### src/rtl/da_fir_pkg.sv
package da_fir_pkg;

    // Controller states of the bit-serial frame sequencer
    typedef enum logic [1:0] {
        ST_LOAD  = 2'd0,   // capture sample, clear accumulator, bit 0
        ST_ACCUM = 2'd1,   // middle bit positions
        ST_LAST  = 2'd2    // final bit position, register result
    } da_state_e;

endpackage

### src/rtl/da_tap_line.sv
module da_tap_line #(
    parameter int NTAPS = 4,
    parameter int W     = 8,
    parameter int BW    = 3
) (
    input  logic             clk,
    input  logic             rst_n,
    input  logic             load,
    input  logic [W-1:0]     din,
    input  logic [BW-1:0]    bsel,
    output logic [NTAPS-1:0] slice
);

    logic [W-1:0] taps_q [NTAPS];
    logic [W-1:0] view   [NTAPS];

    // During a load cycle the slice is taken from the line as it will be
    // after the shift, so bit 0 can be processed in the same cycle.
    always_comb begin
        view[0] = load ? din : taps_q[0];
        for (int i = 1; i < NTAPS; i++) begin
            view[i] = load ? taps_q[i-1] : taps_q[i];
        end
    end

    always_ff @(posedge clk or negedge rst_n) begin
        if (!rst_n) begin
            for (int i = 0; i < NTAPS; i++) begin
                taps_q[i] <= '0;
            end
        end else if (load) begin
            taps_q[0] <= din;
            for (int i = 1; i < NTAPS; i++) begin
                taps_q[i] <= taps_q[i-1];
            end
        end
    end

    generate
        for (genvar g = 0; g < NTAPS; g++) begin : g_slice
            assign slice[g] = view[g][bsel];
        end
    endgenerate

endmodule

### src/rtl/da_psum_rom.sv
module da_psum_rom #(
    parameter int                    NTAPS = 4,
    parameter int                    CW    = 8,
    parameter int                    TW    = 11,
    parameter logic [NTAPS*CW-1:0]   COEFS = '0
) (
    input  logic [NTAPS-1:0] addr,
    output logic [TW-1:0]    psum
);

    localparam int NENT = 1 << NTAPS;

    function automatic logic [TW-1:0] entry_value(input int k);
        logic [TW-1:0] s;
        s = '0;
        for (int i = 0; i < NTAPS; i++) begin
            if (((k >> i) & 1) == 1) begin
                s = s + TW'(COEFS[i*CW +: CW]);
            end
        end
        return s;
    endfunction

    logic [TW-1:0] tbl [NENT];

    generate
        for (genvar k = 0; k < NENT; k++) begin : g_entry
            localparam logic [TW-1:0] VAL = entry_value(k);
            assign tbl[k] = VAL;
        end
    endgenerate

    assign psum = tbl[addr];

endmodule

### src/rtl/da_shift_acc.sv
module da_shift_acc #(
    parameter int TW = 11,
    parameter int AW = 19,
    parameter int BW = 3
) (
    input  logic          clk,
    input  logic          rst_n,
    input  logic          clear,
    input  logic [TW-1:0] psum,
    input  logic [BW-1:0] bsel,
    output logic [AW-1:0] sum_next
);

    logic [AW-1:0] acc_q;
    logic [AW-1:0] addend;

    always_comb begin
        addend   = AW'(psum) << bsel;
        sum_next = (clear ? '0 : acc_q) + addend;
    end

    always_ff @(posedge clk or negedge rst_n) begin
        if (!rst_n) begin
            acc_q <= '0;
        end else begin
            acc_q <= sum_next;
        end
    end

endmodule

### src/rtl/da_fir_serial.sv
module da_fir_serial
    import da_fir_pkg::*;
#(
    parameter int                  NTAPS = 4,
    parameter int                  W     = 8,
    parameter int                  CW    = 8,
    parameter logic [NTAPS*CW-1:0] COEFS = {8'd1, 8'd0, 8'd0, 8'd1}
) (
    input  logic         clk,
    input  logic         rst_n,
    input  logic [W-1:0] data_in,
    output logic [W-1:0] result_o,
    output logic         valid_o,
    output logic         ovf_o
);

    localparam int BW = $clog2(W);
    localparam int TW = CW + $clog2(NTAPS + 1);
    localparam int AW = W + TW;

    da_state_e      state_q, state_d;
    logic [BW-1:0]  cnt_q;
    logic           load;
    logic [NTAPS-1:0] slice;
    logic [TW-1:0]  psum;
    logic [AW-1:0]  sum_next;
    logic [W-1:0]   result_q;
    logic           valid_q;
    logic           ovf_q;

    assign load = (state_q == ST_LOAD);

    // Next-state logic
    always_comb begin
        state_d = ST_LOAD;
        unique case (state_q)
            ST_LOAD:  state_d = (W == 2) ? ST_LAST : ST_ACCUM;
            ST_ACCUM: state_d = (cnt_q == BW'(W - 2)) ? ST_LAST : ST_ACCUM;
            ST_LAST:  state_d = ST_LOAD;
            default:  state_d = ST_LOAD;
        endcase
    end

    // State register and bit-position counter
    always_ff @(posedge clk or negedge rst_n) begin
        if (!rst_n) begin
            state_q <= ST_LOAD;
            cnt_q   <= '0;
        end else begin
            state_q <= state_d;
            cnt_q   <= (state_q == ST_LAST) ? '0 : cnt_q + 1'b1;
        end
    end

    // Output registers
    always_ff @(posedge clk or negedge rst_n) begin
        if (!rst_n) begin
            result_q <= '0;
            valid_q  <= 1'b0;
            ovf_q    <= 1'b0;
        end else begin
            valid_q <= (state_q == ST_LAST);
            if (state_q == ST_LAST) begin
                result_q <= sum_next[W-1:0];
                ovf_q    <= ovf_q | (|sum_next[AW-1:W]);
            end
        end
    end

    da_tap_line #(
        .NTAPS(NTAPS),
        .W    (W),
        .BW   (BW)
    ) u_taps (
        .clk  (clk),
        .rst_n(rst_n),
        .load (load),
        .din  (data_in),
        .bsel (cnt_q),
        .slice(slice)
    );

    da_psum_rom #(
        .NTAPS(NTAPS),
        .CW   (CW),
        .TW   (TW),
        .COEFS(COEFS)
    ) u_rom (
        .addr(slice),
        .psum(psum)
    );

    da_shift_acc #(
        .TW(TW),
        .AW(AW),
        .BW(BW)
    ) u_acc (
        .clk     (clk),
        .rst_n   (rst_n),
        .clear   (load),
        .psum    (psum),
        .bsel    (cnt_q),
        .sum_next(sum_next)
    );

    assign result_o = result_q;
    assign valid_o  = valid_q;
    assign ovf_o    = ovf_q;

endmodule

### config.mk
export PLATFORM = sky130hd
export DESIGN_NAME = da_fir_serial
export DESIGN_NICKNAME = d
export VERILOG_FILES = /design/src/rtl/da_fir_pkg.sv /design/src/rtl/da_tap_line.sv /design/src/rtl/da_psum_rom.sv /design/src/rtl/da_shift_acc.sv /design/src/rtl/da_fir_serial.sv
export SDC_FILE = /design/constraint.sdc
export NUM_CORES = 1
export LEC_CHECK = 0
export BUFFER_PORTS_ARGS = -buffer_cell sky130_fd_sc_hd__buf_2
export CAP_MARGIN = 20
export CELL_PAD_IN_SITES_DETAIL_PLACEMENT = 2
export CELL_PAD_IN_SITES_GLOBAL_PLACEMENT = 2
export CORE_MARGIN = 2
export CORE_UTILIZATION = 38
export DETAILED_ROUTE_END_ITERATION = 8
export GPL_ROUTABILITY_DRIVEN = 1
export PLACE_DENSITY_LB_ADDON = 0.3
export SYNTH_ARGS = -nofsm -noshare
export SYNTH_HDL_FRONTEND = slang
export SYNTH_SLANG_ARGS = --single-unit
### constraint.sdc
create_clock -name clk -period 5.5 [get_ports clk]
set_input_delay 1.1 -clock clk [delete_from_list [all_inputs] [get_ports clk]]
set_output_delay 1.1 -clock clk [all_outputs]
set_load 0.01 [all_outputs]
; After elaboration in Yosys (flattened, before gate mapping)
; Memories as Yosys holds them, arrays and structs flattened.
; Index checks and enable logic that the tools add are counted.
[op_classes]
reduce_logical = 2
shifts = 1
bitwise_logic = 2
muxes = 18
n_eq_ne = 3
n_addsub = 2
order_cmp = 2
[op_table]
columns = op, count
row1 = $mux 8, 4
row2 = $mux 11, 2
row3 = $add 19x19->19, 1
row4 = $mux 19, 1
row5 = $shl 11x3->19, 1
row6 = $bmux 1 s3, 4
row7 = $reduce_or 11->1, 1
row8 = $ge 5x5->1 const B, 1
row9 = $not 4->5, 1
row10 = $lt 3x4->1 const B, 1
row11 = $mux 1, 4
row12 = $pmux 2 s2, 1
row13 = $add 3x1->3 const B, 1
row14 = $eq 3x3->1 const B, 1
row15 = $mux 3, 1
row16 = $eq 2x1->1 const B, 1
row17 = $eq 2x2->1 const B, 1
row18 = $logic_not 2->1, 1
row19 = $mux 2, 1
row20 = $or 1x1->1, 1
[word_totals]
rom_bits = 176
out_inout_bits = 10
in_bits = 10
mem_count = 1
elab_cells = 41
regBits = 66
[mem_list]
columns = memory, depth, word_bits, read_ports, rd_ports_with_merged_regs, wr, line
row1 = (no name shown), 16, 11, 1, 0, 0, da_psum_rom.sv:33  ; assign psum = tbl[addr];

; Depth between registers and ports, before layout
[depth]
depth_word = 12
mapped_depth = 19
mapped_depth_nobuf = 18

; Cells and area by module
; From an unflattened synthesis, not the netlist that was laid out.
[unflattened]
hier_cells = 383
area_unflattened_um2 = 4196.5
[modules_own_cells]
columns = mod, seq_area_each_um2, n_inst, cells_per_inst, area_each_um2
row1 = da_shift_acc, 475.5, 1, 237, 1941.9
row2 = da_tap_line, 800.8, 1, 95, 1591.5
row3 = da_fir_serial, 375.4, 1, 40, 579.3
row4 = da_psum_rom, 0.0, 1, 11, 83.8

; Worst setup path after synthesis
; OpenSTA, ideal clock, no wires.
[synth_timing]
kind = input port to flip-flop
startpoint = input data_in[3]
endpoint = register ovf_q, in the netlist ovf_o
path_slack_ns = 1.264
stages = 16
n_path_buf = 0
required_ns = 5.364
setup_ns = 0.136
arrival_time_ns = 4.100
cell_sequence = nand2_1 > nand2_1 > nor2_1 > nor2_1 > mux4_2 > ha_1 > mux2i_1 > nor3_1 > fa_1 > a211oi_2 > nor3_2 > o21ai_1 > xnor2_1 > a2111o_1 > nor4_1 > a31oi_1
[synth_between]
elab_chain_len = 11
[synth_rtl]
columns = item, line
row1 = start: declaration, da_fir_serial.sv:11  ; input logic [W-1:0] data_in,
row2 = $mux 8, da_tap_line.sv:20  ; view[0] = load ? din : taps_q[0];
row3 = $bmux 1 s3, da_tap_line.sv:41  ; assign slice[g] = view[g][bsel];
row4 = $mux 1 (implied by the code), da_tap_line.sv:41
row5 = $not 4->5 (implied by the code), da_psum_rom.sv:33
row6 = $mem_v2 16x11, n/a
row7 = $mux 11 (implied by the code) (2 in series), da_psum_rom.sv:33
row8 = $shl 11x3->19, da_shift_acc.sv:18  ; addend = AW'(psum) << bsel;
row9 = $add 19x19->19, da_shift_acc.sv:19  ; sum_next = (clear ? '0 : acc_q) + addend;
row10 = $reduce_or 11->1, da_fir_serial.sv:65  ; ovf_q <= ovf_q | (|sum_next[AW-1:W]);
row11 = $or 1x1->1, da_fir_serial.sv:65
row12 = end signal: assignment, da_fir_serial.sv:65
row13 = end: declaration, da_fir_serial.sv:29  ; logic ovf_q;
; No other way between the ends. The select of a mux whose other input is x is not followed.
; A chain may end at the register's enable or synchronous reset.

; Worst setup path in the final report
[layout_timing]
startpoint = register state_q[1]
endpoint = register ovf_q, in the netlist ovf_o
[layout_between]
elab_chain_len = 12
elab_cells_between_ends = 23
classes_between = add/sub: 1 / eq/ne: 1 / shift: 1 / mux: 15 / bitwise: 2 / reduce/logical: 2 / memory: 1
[layout_rtl]
columns = item, line
row1 = start: declaration, da_fir_serial.sv:21  ; da_state_e state_q, state_d;
row2 = start signal: assignment, da_fir_serial.sv:50  ; state_q <= state_d;
row3 = $logic_not 2->1, da_fir_serial.sv:31  ; assign load = (state_q == ST_LOAD);
row4 = "$mux 8, on equally long branches", "da_tap_line.sv:20, da_tap_line.sv:22"
row5 = $bmux 1 s3, da_tap_line.sv:41
row6 = $mux 1 (implied by the code), da_tap_line.sv:41
row7 = $not 4->5 (implied by the code), da_psum_rom.sv:33
row8 = $mem_v2 16x11, n/a
row9 = $mux 11 (implied by the code) (2 in series), da_psum_rom.sv:33
row10 = $shl 11x3->19, da_shift_acc.sv:18
row11 = $add 19x19->19, da_shift_acc.sv:19
row12 = $reduce_or 11->1, da_fir_serial.sv:65
row13 = $or 1x1->1, da_fir_serial.sv:65
; Parallel ways exist; a longest one is shown, timed or not. The select of a mux whose other input is x is not followed.

==> results.cfg <==
[run_status]
status = finished clean

[synthesis]
postSynth.asyncResetShare_pct = 100
yosysTopAreaCellShare_pct = 50.2
ys_ff_latch = 66
yosys.area.top_type = dfrtp_1
synthesis.area_um2 = 3290
synth_cell_types = 43
synth_edf_count = 0
ys_top_cells_by_area = dfrtp_1 (50%), nand2_1 (16%), ha_1 (4.6%)
ys_warn_count = 0
synth_ff_type = dfrtp_1
avgSynthCellArea_um2 = 8.94
syn_inst = 368
yosysMostFrequentCell = nand2_1
yosys-top-cells-count = nand2_1 (141), dfrtp_1 (66), nor2_1 (32), and2_1 (12), ha_1 (12)
yosysSeqAreaShare_pct = 50.2
syn-num-nets = 391

[timing]
finalMaxSlewViolations = 0
skew_ns = 0.00902
fin_tns_setup_ns = 0
period_share_pct = 91.4
fmax_mhz = 199
rsz0062_at_grt = false
whs_ns = 0.480
relSlewSlack_pct = 61.1
hold_viol = 0
setup_viol = 0
min_period_ns = 5.03
fin_ws_ns = 0.473
worst_pin_slew_ns = 0.583

[global_route]
grt_pass1_vias = 3006
grt_use_total_pct = 20.3
grt.busiest_layer = met2
globalRoute.totalOverflow = 0
use_met1_pct = 26.2
grt_max_degree = 46
globalRouteMet2Util_pct = 34.7
antenna_found_initial = 0
use_met3_pct = 3.76
grt_pass1_wl_mm = 15.2

[worst_setup_path]
reg2reg_from = state_q[1]
cp.required_ns = 5.71
startpoint_type = flip-flop
path_max_fanout = 16
end_kind = flip-flop
critPathKind = flip-flop to flip-flop
r2r_end = ovf_o
cp.arrival_ns = 5.24
rrSetupSlack_ns = 0.47
ff2ff_path_depth = 18

[pwr]
powerDensity_nw_per_um2 = 267
ir_worst_vdd_mv = 0.117
power_leakage_nw = 1.82

[clocking]
cts_max_level = 3
numCtsBuffers = 9
clk_pin_slew_ns = 0.08
holdBufCountCts = 0
clk_latency_ns = 0.35
root_buffer = clkbuf_8
tritoncts = yes
post_cts_resized = 0
cts.sinks = 66
post-cts-setup-buffers = 0
clock_path_buffers = 2

[die]
die_h_um = 97.0
die_area_um2 = 9420
die_w_um = 97.0
io_pins = 20
core_um2 = 8300
num_rows = 33
start_util_pct = 39.6

[detailed_routing]
ant_nets = 0
wl_per_cell_um = 17.7
drtIter0Drc = 68
routed_wl_mm = 8.85
drt_pass1_iterations = 4
post_drt_via_cell_ratio = 5.28
drc_errors = 0
vias = 2640

[placement]
dpl.hpwl_mm = 6.12
gp_congestion = 0.757
post_dp_cell_area_um2 = 3510
pre_cts_slack_ns = 0.588
port_buffers = 19

[cells_and_area]
finalInstanceArea_um2 = 3690
final_util_pct = 44.4
finalNetCount = 413
syn_to_final_growth_pct = 12.1
drive_gt1_share_pct = 13.7
antenna_cells = 0
fill_cells = 902

[job]
cap_viol_max_count = 0

[hold_path]
hp-start = u_taps.taps_q[17]
hold_class = flip-flop to flip-flop
hold_end = u_taps.taps_q[9]
min_path_cells = 2
-- worst max-delay path by stage --
| stage | from | end | slack (ns) | cells after the start |
|---|---|---|---|---|
| 2_1_floorplan | data_in[3] | ovf_o | 1.26 | 16 |
| 3_3_place_gp | data_in[3] | ovf_o | 0.76 | 17 |
| 3_5_place_dp | data_in[7] | ovf_o | 0.59 | 17 |
| 4_1_cts | state_q[1] | ovf_o | 0.45 | 18 |
| 5_1_grt | state_q[1] | ovf_o | 0.05 | 18 |
| 6_report | state_q[1] | ovf_o | 0.47 | 18 |
-- flip-flops by register name, indices dropped and copies added (netlist names) --
name,cells
cnt_q,3
ovf_o,1
result_o,8
state_q,2
u_acc.acc_q,19
u_taps.taps_q,32
valid_o,1
-- through the flow --
stage / std cells / power (W)
after global routing: 500 / 0.00104
after CTS: 500 / 0.00100
after floorplan: 368 / 0.000577
final: 500 / 0.000986
after global placement: 484 / 0.000614
after detailed placement: 484 / 0.000620
-- placed cells by master (no fill, tap or decap), drive strengths merged, types with 7 or more instances in the layout --
| master | Yosys | final |
|---|---|---|
| a21oi | 9 | 9 |
| xnor2 | 11 | 11 |
| buf | 3 | 25 |
| dfrtp | 66 | 66 |
| nor2 | 32 | 32 |
| o21ai | 7 | 7 |
| clkbuf | 11 | 10 |
| nand2 | 141 | 141 |
| and2 | 12 | 12 |
| ha | 12 | 12 |
-- worst max-delay path, cell delays in order (launching register included) --
cell and delay (ns):
dfrtp_1 0.47, or2_1 0.43, buf_4 0.28, nand2_1 0.10, nand2_1 0.07, nor2_1 0.13
nor2_1 0.06, mux4_2 0.47, ha_1 0.32, mux2i_1 0.34, nor3_1 0.16, fa_1 0.49
a211oi_2 0.36, nor3_2 0.13, o2111ai_1 0.38, mux2i_1 0.24, nand2b_1 0.09, a31oi_1 0.25
a31oi_1 0.12
-- layout make-up --
class | count | area, um2 | area share, %
sequential | 66 | 1650 | 44.8
multi-input combinational | 283 | 1570 | 42.5
timing repair buffer | 25 | 140 | 3.80
clock buffer | 10 | 138 | 3.73
tap | 105 | 131 | 3.56
clock inverter | 6 | 41.3 | 1.12
inverter | 5 | 18.8 | 0.509
-- per-layer routing --
metal / vias up / wire length (um)
li1: 1247 / -
met1: 1355 / 4130
met2: 25 / 4390
met3: 13 / 176
met4: 0 / 154
met5: - / 0
-- cell families (layout without fill, tap and decap cells) --
| group | count (synthesis) | count (layout) | share of synthesized area, % |
|---|---|---|---|
| muxes | 7 | 7 | 2.93 |
| and+or+nand+nor | 209 | 209 | 26.9 |
| DFF | 66 | 66 | 50.2 |
| buffers and inverters | 19 | 46 | 2.24 |
| xor gates and xnor gates | 14 | 14 | 3.73 |
| AOI/OAI and AO/OA | 40 | 40 | 8.83 |
| adders and majority gates | 13 | 13 | 5.17 |
-- report_power, final --
group          internal [W]  total [W]  switching [W]
registers          0.000513   0.000527      0.0000133
logic             0.0000319  0.0000826      0.0000507
clock network      0.000176   0.000377       0.000201
total              0.000721   0.000986       0.000265
Note: power is estimated with default switching activity, not from simulation.
